==> config.mk <==
export PLATFORM = sky130hd
export DESIGN_NAME = flag_alu
export DESIGN_NICKNAME = d
export VERILOG_FILES = /design/src/rtl/alu17_pkg.sv /design/src/rtl/alu17_addsub.sv /design/src/rtl/alu17_shift.sv /design/src/rtl/alu17_logic.sv /design/src/rtl/flag_alu.sv
export SDC_FILE = /design/constraint.sdc
export NUM_CORES = 1
export LEC_CHECK = 0
export ABC_AREA = 1
export BUFFER_PORTS_ARGS = -buffer_cell sky130_fd_sc_hd__buf_4
export CAP_MARGIN = 25
export CORE_UTILIZATION = 52
export DETAILED_ROUTE_END_ITERATION = 8
export PLACE_DENSITY_LB_ADDON = 0.3
export SLEW_MARGIN = 20
export SYNTH_ARGS = -nofsm -noshare
export SYNTH_HDL_FRONTEND = slang
export SYNTH_SLANG_ARGS = --single-unit
==> constraint.sdc <==
create_clock -name clk -period 3.6 [get_ports clk]
set_input_delay 0.72 -clock clk [delete_from_list [all_inputs] [get_ports clk]]
set_output_delay 0.72 -clock clk [all_outputs]
set_load 0.01 [all_outputs]
==> src/rtl/alu17_pkg.sv <==
package alu17_pkg;

   typedef enum logic [3:0] {
      OP_NOP0  = 4'd0,
      OP_ADD   = 4'd1,
      OP_SUB   = 4'd2,
      OP_ADDC  = 4'd3,
      OP_SUBC  = 4'd4,
      OP_CMP   = 4'd5,
      OP_OR    = 4'd6,
      OP_AND   = 4'd7,
      OP_XOR   = 4'd8,
      OP_SHL   = 4'd9,
      OP_LSR   = 4'd10,
      OP_NOP11 = 4'd11,
      OP_ASR   = 4'd12,
      OP_TST   = 4'd13,
      OP_NOP14 = 4'd14,
      OP_NOP15 = 4'd15
   } alu_op_e;

   typedef enum logic [1:0] {
      SH_LEFT = 2'd0,
      SH_LOG  = 2'd1,
      SH_ARI  = 2'd2,
      SH_NONE = 2'd3
   } shift_mode_e;

   typedef enum logic [1:0] {
      LG_OR   = 2'd0,
      LG_AND  = 2'd1,
      LG_XOR  = 2'd2,
      LG_ZERO = 2'd3
   } logic_sel_e;

   localparam int FLAG_N = 3;
   localparam int FLAG_Z = 2;
   localparam int FLAG_C = 1;
   localparam int FLAG_V = 0;
   localparam int NFLAGS = 4;

endpackage

==> src/rtl/alu17_addsub.sv <==
module alu17_addsub #(
   parameter int WIDTH  = 16,
   parameter bit RIPPLE = 1'b0
) (
   input  logic [WIDTH-1:0] a_i,
   input  logic [WIDTH-1:0] b_i,
   input  logic             sub_i,
   input  logic             use_c_i,
   input  logic             c_flag_i,
   output logic [WIDTH-1:0] sum_o,
   output logic             c_o,
   output logic             v_o
);
   localparam int MSB = WIDTH - 1;

   logic [WIDTH-1:0] b_eff;
   logic             cin;
   logic             cout;

   // subtraction as a + ~b + 1, an extra borrow removes the +1
   assign b_eff = sub_i ? ~b_i : b_i;
   assign cin   = sub_i ? ~(use_c_i & c_flag_i) : (use_c_i & c_flag_i);

   generate
      if (RIPPLE) begin : g_ripple
         logic [WIDTH:0] cy;
         assign cy[0] = cin;
         for (genvar i = 0; i < WIDTH; i++) begin : g_bit
            assign sum_o[i]  = a_i[i] ^ b_eff[i] ^ cy[i];
            assign cy[i+1]   = (a_i[i] & b_eff[i]) | (cy[i] & (a_i[i] ^ b_eff[i]));
         end
         assign cout = cy[WIDTH];
      end else begin : g_behav
         logic [WIDTH:0] wide;
         assign wide  = {1'b0, a_i} + {1'b0, b_eff} + {{WIDTH{1'b0}}, cin};
         assign sum_o = wide[WIDTH-1:0];
         assign cout  = wide[WIDTH];
      end
   endgenerate

   assign c_o = sub_i ? ~cout : cout;
   assign v_o = (a_i[MSB] == b_eff[MSB]) && (sum_o[MSB] != a_i[MSB]);

endmodule

==> src/rtl/alu17_shift.sv <==
module alu17_shift
   import alu17_pkg::*;
#(
   parameter int WIDTH = 16
) (
   input  logic [WIDTH-1:0] a_i,
   input  shift_mode_e      mode_i,
   output logic [WIDTH-1:0] res_o,
   output logic             c_o
);
   localparam int MSB = WIDTH - 1;

   always_comb begin
      unique case (mode_i)
         SH_LEFT: begin
            res_o = {a_i[MSB-1:0], 1'b0};
            c_o   = a_i[MSB];
         end
         SH_LOG: begin
            res_o = {1'b0, a_i[MSB:1]};
            c_o   = a_i[0];
         end
         SH_ARI: begin
            res_o = {a_i[MSB], a_i[MSB:1]};
            c_o   = a_i[0];
         end
         default: begin
            res_o = '0;
            c_o   = 1'b0;
         end
      endcase
   end

endmodule

==> src/rtl/alu17_logic.sv <==
module alu17_logic
   import alu17_pkg::*;
#(
   parameter int WIDTH = 16
) (
   input  logic [WIDTH-1:0] a_i,
   input  logic [WIDTH-1:0] b_i,
   input  logic_sel_e       sel_i,
   output logic [WIDTH-1:0] res_o
);
   always_comb begin
      unique case (sel_i)
         LG_OR:   res_o = a_i | b_i;
         LG_AND:  res_o = a_i & b_i;
         LG_XOR:  res_o = a_i ^ b_i;
         default: res_o = '0;
      endcase
   end

endmodule

==> src/rtl/flag_alu.sv <==
module flag_alu
   import alu17_pkg::*;
#(
   parameter int WIDTH  = 16,
   parameter bit RIPPLE = 1'b0
) (
   input  logic             clk,
   input  logic             rst_n,
   input  logic [3:0]       op_i,
   input  logic [WIDTH-1:0] a_i,
   input  logic [WIDTH-1:0] b_i,
   output logic [WIDTH-1:0] res_o,
   output logic             wr_en_o,
   output logic [3:0]       flags_o
);
   localparam int MSB = WIDTH - 1;

   generate
      if (WIDTH < 4) begin : g_width_chk
         $error("flag_alu: WIDTH must be at least 4");
      end
   endgenerate

   alu_op_e            op;
   logic [NFLAGS-1:0]  flags_q;
   logic [NFLAGS-1:0]  flags_d;

   logic               as_sub;
   logic               as_use_c;
   logic [WIDTH-1:0]   as_sum;
   logic               as_c;
   logic               as_v;

   shift_mode_e        sh_mode;
   logic [WIDTH-1:0]   sh_res;
   logic               sh_c;

   logic_sel_e         lg_sel;
   logic [WIDTH-1:0]   lg_res;

   logic [WIDTH-1:0]   res_raw;
   logic               wr_en;
   logic               upd;
   logic               nx_c;
   logic               nx_v;
   logic               nx_n;
   logic               nx_z;

   assign op       = alu_op_e'(op_i);
   assign as_sub   = (op == OP_SUB) || (op == OP_SUBC) || (op == OP_CMP);
   assign as_use_c = (op == OP_ADDC) || (op == OP_SUBC);

   always_comb begin
      unique case (op)
         OP_SHL:  sh_mode = SH_LEFT;
         OP_LSR:  sh_mode = SH_LOG;
         OP_ASR:  sh_mode = SH_ARI;
         default: sh_mode = SH_NONE;
      endcase
      unique case (op)
         OP_OR:          lg_sel = LG_OR;
         OP_AND, OP_TST: lg_sel = LG_AND;
         OP_XOR:         lg_sel = LG_XOR;
         default:        lg_sel = LG_ZERO;
      endcase
   end

   alu17_addsub #(.WIDTH(WIDTH), .RIPPLE(RIPPLE)) u_addsub (
      .a_i      (a_i),
      .b_i      (b_i),
      .sub_i    (as_sub),
      .use_c_i  (as_use_c),
      .c_flag_i (flags_q[FLAG_C]),
      .sum_o    (as_sum),
      .c_o      (as_c),
      .v_o      (as_v)
   );

   alu17_shift #(.WIDTH(WIDTH)) u_shift (
      .a_i    (a_i),
      .mode_i (sh_mode),
      .res_o  (sh_res),
      .c_o    (sh_c)
   );

   alu17_logic #(.WIDTH(WIDTH)) u_logic (
      .a_i   (a_i),
      .b_i   (b_i),
      .sel_i (lg_sel),
      .res_o (lg_res)
   );

   always_comb begin
      res_raw = '0;
      wr_en   = 1'b0;
      upd     = 1'b0;
      nx_c    = flags_q[FLAG_C];
      nx_v    = flags_q[FLAG_V];
      unique case (op)
         OP_ADD, OP_SUB, OP_ADDC, OP_SUBC, OP_CMP: begin
            res_raw = as_sum;
            wr_en   = (op != OP_CMP);
            upd     = 1'b1;
            nx_c    = as_c;
            nx_v    = as_v;
         end
         OP_OR, OP_AND, OP_XOR, OP_TST: begin
            res_raw = lg_res;
            wr_en   = (op != OP_TST);
            upd     = 1'b1;
            nx_v    = 1'b0;
         end
         OP_SHL, OP_LSR, OP_ASR: begin
            res_raw = sh_res;
            wr_en   = 1'b1;
            upd     = 1'b1;
            nx_c    = sh_c;
            nx_v    = sh_res[MSB] ^ sh_c;
         end
         default: ;
      endcase
   end

   assign nx_n    = res_raw[MSB];
   assign nx_z    = (res_raw == '0);
   assign flags_d = upd ? {nx_n, nx_z, nx_c, nx_v} : flags_q;

   always_ff @(posedge clk or negedge rst_n) begin
      if (!rst_n) flags_q <= '0;
      else        flags_q <= flags_d;
   end

   assign res_o   = res_raw;
   assign wr_en_o = wr_en;
   assign flags_o = flags_q;

   AST_NOP_HOLD: assert property (@(posedge clk) disable iff (!rst_n)
      (op_i == 4'd0 || op_i == 4'd11 || op_i == 4'd14 || op_i == 4'd15) |=> $stable(flags_o));

   AST_FLAGONLY_NOWR: assert property (@(posedge clk) disable iff (!rst_n)
      (op_i == 4'd5 || op_i == 4'd13) |-> !wr_en_o);

   AST_LOGIC_C_HOLD: assert property (@(posedge clk) disable iff (!rst_n)
      (op_i == 4'd6 || op_i == 4'd7 || op_i == 4'd8) |=>
      (flags_o[FLAG_C] == $past(flags_o[FLAG_C])) && !flags_o[FLAG_V]);

   AST_Z_TRACK: assert property (@(posedge clk) disable iff (!rst_n)
      upd |=> (flags_o[FLAG_Z] == ($past(res_raw) == '0)));

   AST_SHL_CARRY: assert property (@(posedge clk) disable iff (!rst_n)
      (op_i == 4'd9) |=> (flags_o[FLAG_C] == $past(a_i[MSB])));

   AST_SHIFT_V: assert property (@(posedge clk) disable iff (!rst_n)
      (op_i == 4'd9 || op_i == 4'd10 || op_i == 4'd12) |=>
      (flags_o[FLAG_V] == (flags_o[FLAG_N] ^ flags_o[FLAG_C])));

endmodule

==> run metrics <==
DR WL/cell 14.17 µm; areal power density over the cells 228.3 nW/µm²; Inserted Diodes 0; share of the yosys chip area belonging to registers 0.03492; effective utilization at floorplan 0.5507; horizontal die dimension roughly 76 µm; worst setup margin -116.8 ps; post-layout util 0.7911; CTS tree built; number of CTS-inserted buffers 3; type of the worst setup path primary input to output port; Buffers on Ports 58; post-synthesis cell area 2866 µm²; Fmax achieved roughly 270 MHz; die outline area 5813 µm²; DRT Wirelength 9920 µm; Final ANT Viol Nets 0; y dimension of the die between 70 and 80 µm; Synth area leader sky130_fd_sc_hd__nand2_1; top cells by area in the synthesized netlist sky130_fd_sc_hd__nand2_1, sky130_fd_sc_hd__ha_1, sky130_fd_sc_hd__inv_1; data arrival time of the critical path 3000 ps; GP Congestion 0.8863; syn avg cell area 5.566 µm²; final HPWL from detailed placement ~7000 µm; instance count of the mapped netlist 515; IO Count 59; largest vdd supply drop 0.1779 mV; synthesized netlist net count 605; floorplan core area 5205 µm²; final period utilization 1.032; setup repair after global routing missed its margin true; worst skew pair latency 220 ps; worst-case headroom to the max-slew limit 0.5831; vias in the first global route 3409; slew at the pin closest to its max-slew limit 623.9 ps; aggregate global-route resource usage 0.3210; CP most frequent cell sky130_fd_sc_hd__nor2_1; DP Area 3640 µm²; minimum period implied by the final worst setup slack 3717 ps; register clock-pin slew on the reported worst setup and hold paths around 30 ps; status finished, violations left; Largest register FFs 4; Leakage 0.002397 µW; most frequent cell after synthesis sky130_fd_sc_hd__nand2_1; type of the most critical hold path primary input to async pin; DRT Pass-1 Iters 5; Yosys cell types 29; final slew viol count 0; leftover overflow at the end of global routing 0; most used standard cells in the synthesized netlist sky130_fd_sc_hd__nand2_1, sky130_fd_sc_hd__inv_1, sky130_fd_sc_hd__ha_1; Most used DFF post-synth sky130_fd_sc_hd__dfrtp_1; largest net degree at the start of global routing 19; Final Net Count 722; Post-route DRC 0; Total Power 940.2 µW; crit path launch type primary input; CP Cell Sequence buf_4 -> nor2_4 -> nand2_2 -> nand2_4 -> buf_8 -> xor2_1 -> ha_1 -> nand2_1 -> nor2_1 -> nor2_1 -> nor2_1 -> nor2_2 -> nand3b_1 -> nand3_2 -> nand2_1 -> buf_4; proportion of layout cells with a drive suffix above 1 0.3254; number of enable flip-flop cells after synthesis 0; initial detailed-routing violation count around 210; Setup-failing EPs final 9; # hold bufs at CTS 0; maximum single-stage delay on the critical path roughly 320 ps; routed via count divided by cell count between 5 and 6; post-synthesis register bit count 4; Slowest-stage cell, CP sky130_fd_sc_hd__ha_1; synthesis warning total 0; Placement Rows 26; layout overhead on the synthesized area 43.65%; critical path endpoint category output port; proportion of register bits with asynchronous set or reset after synthesis 1.000; Max Clock Skew roughly 0.16 ps; area share of the leading cell type in the synthesized netlist 0.2252; critical path data required time ~2900 ps; final non-filler cell total 700; post-route cell area 4118 µm²; maximum root-to-sink buffer count 2; global-route wire length before repair 15440 µm; H-tree depth 1; Clk Tree Root Cell sky130_fd_sc_hd__clkbuf_8; Clock Sinks 4; cell total after placement 674; number of antenna violations at the first check in global routing 0; failing checks setup timing; Critical Path Fanout Max 8; kind of cell adding the most delay to the critical path simple AND/OR/NAND/NOR gates; MaxCap Viol Count 0; total number of vias ~3800; total buffers and inverters traversed by the critical path 3; total count of hold-check failures in the final report 0
==> logic make-up (layout without fill, tap and decap cells) <==
kind of cell               Yosys count  count (layout)  synth area share
xor gates and xnor gates            18              18           0.05500
buffers and inverters               94             209            0.1357
AOI/OAI and AO/OA                   55              55            0.1026
and+or+nand+nor                    292             292            0.4395
DFF                                  4               4           0.03492
adders and majority gates           52              52            0.2322
==> per-layer routing <==
metal / vias to the layer above / track usage / wire (µm)
li1: 1861 / - / -
met1: 1704 / 0.3987 / 4100
met2: 180 / 0.5847 / 5058
met3: 24 / 0.02635 / 586
met4: 0 / 0.09231 / 174
met5: - / 0 / 0
==> cell usage in the layout (no fill, tap or decap) <==
master                       n
sky130_fd_sc_hd__inv_1      78
sky130_fd_sc_hd__buf_6       7
sky130_fd_sc_hd__fa_2        2
sky130_fd_sc_hd__nor2_4      4
sky130_fd_sc_hd__o22ai_1     4
sky130_fd_sc_hd__xor2_1     15
sky130_fd_sc_hd__clkbuf_8    3
sky130_fd_sc_hd__dfrtp_1     4
sky130_fd_sc_hd__nand3_2    12
sky130_fd_sc_hd__a31oi_1     1
sky130_fd_sc_hd__xor2_2      3
sky130_fd_sc_hd__nand2_4     3
sky130_fd_sc_hd__nor3_1      2
sky130_fd_sc_hd__nand3_4     1
sky130_fd_sc_hd__ha_1       49
sky130_fd_sc_hd__o211ai_1    4
sky130_fd_sc_hd__nor2_2     12
sky130_fd_sc_hd__nand3_1    28
sky130_fd_sc_hd__buf_4     112
sky130_fd_sc_hd__a21oi_2     6
sky130_fd_sc_hd__a21oi_1    21
sky130_fd_sc_hd__ha_4        1
sky130_fd_sc_hd__nand4_1     5
sky130_fd_sc_hd__nand2_2    26
sky130_fd_sc_hd__inv_4       2
sky130_fd_sc_hd__nor2_1     33
sky130_fd_sc_hd__inv_2       5
sky130_fd_sc_hd__buf_8       2
sky130_fd_sc_hd__o21ai_1     7
sky130_fd_sc_hd__nand2_1   150
sky130_fd_sc_hd__nor4_1      1
sky130_fd_sc_hd__or2_2       4
sky130_fd_sc_hd__a211oi_1    1
sky130_fd_sc_hd__o21ai_0    11
sky130_fd_sc_hd__and2_1      1
sky130_fd_sc_hd__nand3b_1   10
==> path summary, 6_finish.rpt <==
check,from,endpoint,slack [ps],depth (start not counted)
max in group asynchronous,rst_n,flags_o[3]$_DFFE_PN0P_,3210,1
worst max register to register,flags_o[1]$_DFFE_PN0P_,flags_o[2]$_DFFE_PN0P_,550,21
min in group clk,flags_o[2]$_DFFE_PN0P_,flags_o[2]$_DFFE_PN0P_,470,2
worst min register to register,flags_o[2]$_DFFE_PN0P_,flags_o[2]$_DFFE_PN0P_,470,2
worst max-delay path,op_i[0],res_o[15],-120,16
worst min-delay path,rst_n,flags_o[1]$_DFFE_PN0P_,290,1
==> per-stage QoR <==
stage                     setup WS (ps)  setup TNS [ps]  hold WS (ps)
final                            -116.8          -615.2         290.1
after global placement           -55.61          -250.6         466.7
after global routing             -281.2           -1931         284.4
after floorplan                   18.99               0         424.4
after detailed placement         -132.7          -672.7         478.7
after CTS                        -75.13          -185.3         287.3
==> where the power goes <==
part	switching (µW)	total [µW]	internal [µW]
registers	7.69	62.4	54.7
clock network	23.2	94.5	71.3
logic	427	783	357
total	458	940	482
==> layout make-up <==
| class | instances | area (µm²) |
|---|---|---|
| fillers | 397 | 1087 |
| well taps | 70 | 87.58 |
| multi-input cells | 417 | 2615 |
| inverters | 85 | 324.1 |
| repair buffers | 121 | 949.7 |
| flip-flops and latches | 4 | 100.1 |
| clock buffers | 3 | 41.29 |
==> timing repair <==
action | in CTS | in global routing
setup buffers | 12 | 13
endpoints found under the setup margin | 8 | 14
gates resized for setup | 32 | 37
pin swaps | 15 | 30
Power figures use the tool's default switching activity.
